$ cat config.mk
export PLATFORM = sky130hd
export DESIGN_NAME = piso_chain_shifter
export DESIGN_NICKNAME = d
export VERILOG_FILES = /design/src/rtl/piso_pkg.sv /design/src/rtl/piso_sync.sv /design/src/rtl/piso_edge.sv /design/src/rtl/piso_stages.sv /design/src/rtl/piso_chain_shifter.sv
export SDC_FILE = /design/constraint.sdc
export NUM_CORES = 1
export LEC_CHECK = 0
export ABC_AREA = 1
export BUFFER_PORTS_ARGS = -buffer_cell sky130_fd_sc_hd__buf_4
export CORE_AREA = 2 2 43 45
export DETAILED_ROUTE_END_ITERATION = 6
export DIE_AREA = 0 0 45 47
export GPL_ROUTABILITY_DRIVEN = 0
export PLACE_DENSITY = 0.71
export SETUP_SLACK_MARGIN = 0.5
export SYNTH_ARGS = -nofsm -noshare
export SYNTH_HDL_FRONTEND = slang
export SYNTH_SLANG_ARGS = --single-unit
$ cat constraint.sdc
create_clock -name clk -period 0.8 [get_ports clk]
set_input_delay 0.04 -clock clk [delete_from_list [all_inputs] [get_ports clk]]
set_output_delay 0.04 -clock clk [all_outputs]
set_load 0.05 [all_outputs]
$ cat src/rtl/piso_pkg.sv
package piso_pkg;

    typedef enum logic {
        ECK_LO = 1'b0,
        ECK_HI = 1'b1
    } eclk_state_t;

    typedef enum logic [1:0] {
        MD_HOLD  = 2'd0,
        MD_SHIFT = 2'd1,
        MD_LOAD  = 2'd2
    } stage_mode_t;

    localparam int CTL_BITS  = 4;
    localparam int CTL_LOADN = 0;
    localparam int CTL_SCLK  = 1;
    localparam int CTL_ENN   = 2;
    localparam int CTL_SER   = 3;

endpackage

$ cat src/rtl/piso_sync.sv
module piso_sync #(
    parameter int                WIDTH   = 4,
    parameter int                STAGES  = 2,
    parameter logic [WIDTH-1:0]  RST_VAL = '0
) (
    input  logic             clk,
    input  logic             rst,
    input  logic [WIDTH-1:0] d,
    output logic [WIDTH-1:0] q
);
    localparam int LAST = STAGES - 1;

    logic [STAGES-1:0][WIDTH-1:0] pipe;

    always_ff @(posedge clk) begin
        if (rst) begin
            for (int i = 0; i < STAGES; i++) pipe[i] <= RST_VAL;
        end else begin
            pipe[0] <= d;
            for (int i = 1; i < STAGES; i++) pipe[i] <= pipe[i-1];
        end
    end

    assign q = pipe[LAST];

endmodule

$ cat src/rtl/piso_edge.sv
module piso_edge
    import piso_pkg::*;
(
    input  logic clk,
    input  logic rst,
    input  logic sclk_s,
    input  logic en_n_s,
    input  logic ld_n_s,
    output logic shift_pulse
);
    eclk_state_t state, state_nxt;
    logic        eff;

    assign eff = sclk_s | en_n_s;

    always_ff @(posedge clk) begin
        if (rst) state <= ECK_HI;
        else     state <= state_nxt;
    end

    always_comb begin
        state_nxt = state;
        unique case (state)
            ECK_LO:  state_nxt = eff ? ECK_HI : ECK_LO;
            ECK_HI:  state_nxt = eff ? ECK_HI : ECK_LO;
            default: state_nxt = ECK_HI;
        endcase
    end

    always_comb begin
        shift_pulse = 1'b0;
        unique case (state)
            ECK_LO:  shift_pulse = eff & ld_n_s;
            ECK_HI:  shift_pulse = 1'b0;
            default: shift_pulse = 1'b0;
        endcase
    end

    // one rising edge yields exactly one shift pulse
    p_single_pulse_r3: assert property (@(posedge clk) disable iff (rst)
        (!rst && shift_pulse) |=> !shift_pulse);

    // enable held high across two cycles leaves no room for a shift
    p_enable_blocks_r4: assert property (@(posedge clk) disable iff (rst)
        (!rst && en_n_s && $past(en_n_s)) |-> !shift_pulse);

    // load active suppresses any shift pulse
    p_load_masks_r2: assert property (@(posedge clk) disable iff (rst)
        (!rst && !ld_n_s) |-> !shift_pulse);

endmodule

$ cat src/rtl/piso_stages.sv
module piso_stages
    import piso_pkg::*;
#(
    parameter int WIDTH = 8
) (
    input  logic             clk,
    input  logic             rst,
    input  logic             ld_n,
    input  logic             shift,
    input  logic             ser_bit,
    input  logic [WIDTH-1:0] par,
    output logic [WIDTH-1:0] q
);
    localparam int MSB = WIDTH - 1;

    stage_mode_t      mode;
    logic [WIDTH-1:0] shin;
    logic [WIDTH-1:0] nxt;

    genvar g;
    generate
        for (g = 0; g < WIDTH; g++) begin : g_src
            if (g == 0) begin : g_head
                assign shin[g] = ser_bit;
            end else begin : g_body
                assign shin[g] = q[g-1];
            end
        end
    endgenerate

    always_comb begin
        if (!ld_n)      mode = MD_LOAD;
        else if (shift) mode = MD_SHIFT;
        else            mode = MD_HOLD;
    end

    always_comb begin
        nxt = q;
        unique case (mode)
            MD_LOAD:  nxt = par;
            MD_SHIFT: nxt = shin;
            MD_HOLD:  nxt = q;
            default:  nxt = q;
        endcase
    end

    always_ff @(posedge clk) begin
        if (rst) q <= '0;
        else     q <= nxt;
    end

    // load copies the parallel word
    p_load_follow_r2: assert property (@(posedge clk) disable iff (rst)
        (!rst && !ld_n) |=> q == $past(par));

    // shift moves every stage up by one and stage 0 takes the serial bit
    p_shift_move_r3: assert property (@(posedge clk) disable iff (rst)
        (!rst && ld_n && shift) |=> q == {$past(q[MSB-1:0]), $past(ser_bit)});

    // with no load and no shift the contents stay
    p_hold_keep_r4: assert property (@(posedge clk) disable iff (rst)
        (!rst && ld_n && !shift) |=> $stable(q));

endmodule

$ cat src/rtl/piso_chain_shifter.sv
module piso_chain_shifter
    import piso_pkg::*;
#(
    parameter int WIDTH       = 8,
    parameter int SYNC_STAGES = 2
) (
    input  logic             clk,
    input  logic             rst,
    input  logic [WIDTH-1:0] par_in,
    input  logic             ser_in,
    input  logic             load_n,
    input  logic             sclk,
    input  logic             sclk_en_n,
    output logic             ser_out,
    output logic             ser_out_n
);
    localparam int                  MSB      = WIDTH - 1;
    localparam logic [CTL_BITS-1:0] CTL_RST  = 4'b0011;

    logic [CTL_BITS-1:0] ctl_raw, ctl_s;
    logic                shift_pulse;
    logic [WIDTH-1:0]    stages;

    always_comb begin
        ctl_raw            = '0;
        ctl_raw[CTL_LOADN] = load_n;
        ctl_raw[CTL_SCLK]  = sclk;
        ctl_raw[CTL_ENN]   = sclk_en_n;
        ctl_raw[CTL_SER]   = ser_in;
    end

    piso_sync #(
        .WIDTH   (CTL_BITS),
        .STAGES  (SYNC_STAGES),
        .RST_VAL (CTL_RST)
    ) u_sync (
        .clk (clk),
        .rst (rst),
        .d   (ctl_raw),
        .q   (ctl_s)
    );

    piso_edge u_edge (
        .clk         (clk),
        .rst         (rst),
        .sclk_s      (ctl_s[CTL_SCLK]),
        .en_n_s      (ctl_s[CTL_ENN]),
        .ld_n_s      (ctl_s[CTL_LOADN]),
        .shift_pulse (shift_pulse)
    );

    piso_stages #(
        .WIDTH (WIDTH)
    ) u_stages (
        .clk     (clk),
        .rst     (rst),
        .ld_n    (ctl_s[CTL_LOADN]),
        .shift   (shift_pulse),
        .ser_bit (ctl_s[CTL_SER]),
        .par     (par_in),
        .q       (stages)
    );

    assign ser_out   = stages[MSB];
    assign ser_out_n = ~stages[MSB];

endmodule

==> results.md <==
- Status: complete, but fails checks
- Violated checks: negative hold slack, negative setup slack
- Setup violators final: 11
- Worst path cell trace: clkinvlp_4 -> buf_6
- Period utilisation layout: 1.19
- Core footprint: around 1700 µm²
- Multiplexer area fraction after synthesis: 0
- Slew at the pin with the worst max-slew slack: 231 ps
- Final slew viol count: 0
- PnR worst setup slack: -155 ps
- Clock share of power: 0.294
- Synth Warn #: 0
- H-tree lvl count: 1
- Ratio of cells with drive above 1 in the final layout: 0.391
- Full die area: around 2100 µm²
- Clock Latency Late Sink: 290 ps
- Mapped Area: slightly below 700 µm²
- Placed cells: 127
- Cts bufs inserted: 3
- Total track usage: 0.145
- Commonest non-fill, non-tap cell in the layout: nor2_1
- P_sw: 372 µW
- Max Cap Violations: 0
- Worst Path Max Fanout: 2
- Post-route ant nets: 0
- Mean Syn Cell Area: 7.24 µm²
- Startpoint types: flop
- Root buf cell: clkbuf_4
- CTS max path bufs: 2
- First-pass GRT wire length: 2180 µm
- Vias: about 600
- RSZ-0062 raised after global routing: yes
- Initial Util: 0.412
- Largest net degree at the start of global routing: 18
- Final Skew: roughly 3.3 ps
- Post-synthesis adder-cell area fraction: 0
- N_diodes: 0
- Synth Area in Simple Gates: 0.382
- Internal: 1.17 mW
- HPWL after DPL: 854 µm
- Final TNS setup: -1200 ps
- Worst relative slew slack: 0.846
- Main combinational cell family by area after synthesis: simple AND/OR/NAND/NOR gates
- Layout Cells excl Fill: approximately 130
- Vias per cell: 4.58
- Flop pwr share: 0.582
- Synthesized flop and latch total: 17
- Leakage power: 0.432 nW
- Syn_nets: 108
- Final wirelength: 1260 µm
- VDD IR max: just over 0.9 mV
- DRC viols: 0
- Critical path class: flop to primary output
- Power density over the cells: 1690 nW/µm²
- Critical path endpoint category: primary output
- Vias in the first global route: between 500 and 600
- Synth Instances: 94
- Netlist cell types: 12
- Sequential cell area fraction in the yosys report: 0.500
- Synth Area in Compound Gates: 0.0276
- CP Buf/Inv Count: 2
- Die height: 47 µm
- IO Count: 16
- XOR/XNOR Fraction of Synth Area: 0
- CP max stage delay: about 380 ps
- Hold WS: -64.7 ps
- Worst path top cell family by delay: flip-flops
- Period minus WS final: roughly 950 ps
- Port Buf Inserts: 15
- Total power: 1.55 mW
- Fmax achieved: 1050 MHz
- Commonest cells after routing, fill and taps aside: nor2_1 (27), nand2_1 (16), buf_4 (15)
- Hold Path Class: primary input to flop
- Antenna violations before repair: 0
- P&R area growth vs syn: 34.7%
- Data required time of the worst path: approximately 760 ps
- Nets: 130
- TritonCTS clock tree: built
- Number of DRC markers in iteration 0: 5
- Combinational power share: 0.124
- Worst-path clk slew: 90 ps
- Grt ovf: 0
- First-pass DRT Iterations: 4
- Final hold viol count: 4
- Per-cell routed wire length: between 9 and 10 µm
- Row cnt: 15
- Crit path arrival time: slightly above 900 ps
- CP max-delay cell: dfxtp_4
- Sw Ratio: 0.241
- FF-to-FF setup slack: -140 ps
- Sink Count: 17
- Die width: ~45 µm
==> power by group through the flow <==
stage | registers [mW] | clock network, mW | logic (mW)
2_1_floorplan | 0.919 | 0 | 0.101
3_3_place_gp | 0.914 | 0 | 0.178
3_5_place_dp | 0.915 | 0 | 0.181
4_1_cts | 0.898 | 0.468 | 0.191
5_1_grt | 0.905 | 0.520 | 0.211
6_report | 0.900 | 0.455 | 0.191
==> routing by layer <==
layer	share of wire	wire, µm	global-route usage
met3	0.042	53	0.0346
met4	0.028	35	0.0882
met5	0	0	0
met1	0.47	588	0.197
met2	0.46	584	0.209
==> worst register-to-register path: stages (launching register included) <==
cell and delay [ps]:
dfxtp_2 350, nor2_2 50, o21bai_4 210, nor2_1 70, nor2_1 120, nor2_1 60
==> what timing repair did <==
action                                  in CTS  in global routing
endpoints found under the setup margin      15                 15
buffers inserted                             0                  0
gates resized for setup                      7                  5
hold endpoints to repair                     4                  4
cloned                                       1                  0
pin swaps                                   15                  5
==> registers in the layout, summed over array words and instances, names as in the netlist <==
register,cells
u_stages.q,8
u_edge.state,1
u_sync.pipe,4
u_sync.q,4
==> final cells by class <==
cell class | count | area, µm²
fill | 160 | 734
sequential | 17 | 353
multi-input combinational | 62 | 315
timing repair buffer | 17 | 139
inverter | 15 | 62.6
clock buffer | 4 | 26.3
tap | 17 | 21.3
==> kinds of logic after synthesis <==
kind of cell / count (synthesis)
and+or+nand+nor: 60
DFF: 17
buffers and inverters: 16
AOI/OAI and AO/OA: 1
==> Yosys cell counts, drive strengths merged <==
library cell / count / area share
nand2: 17 / 0.097
or2: 5 / 0.046
buf: 1 / 0.0073
o21bai: 1 / 0.028
nand3: 8 / 0.059
dfxtp: 17 / 0.50
inv: 15 / 0.083
nor2: 30 / 0.18
==> metrics by stage <==
| step | util | setup slack (ps) | area (µm²) |
|---|---|---|---|
| global route | 0.555 | -227 | 917 |
| global placement | 0.517 | -147 | 855 |
| floorplan | - | -240 | 717 |
| finish | 0.555 | -155 | 917 |
| CTS | 0.550 | -166 | 908 |
| detailed placement | 0.517 | -188 | 855 |
==> final timing paths <==
path                                      from              to  depth (start not counted)
worst max-delay path             u_stages.q[7]       ser_out_n                          2
worst min-delay path                    load_n  u_sync.pipe[0]                          2
worst max register to register     u_sync.q[2]   u_stages.q[2]                          5
worst min register to register  u_sync.pipe[2]     u_sync.q[2]                          2
Power figures use the tool's default switching activity.
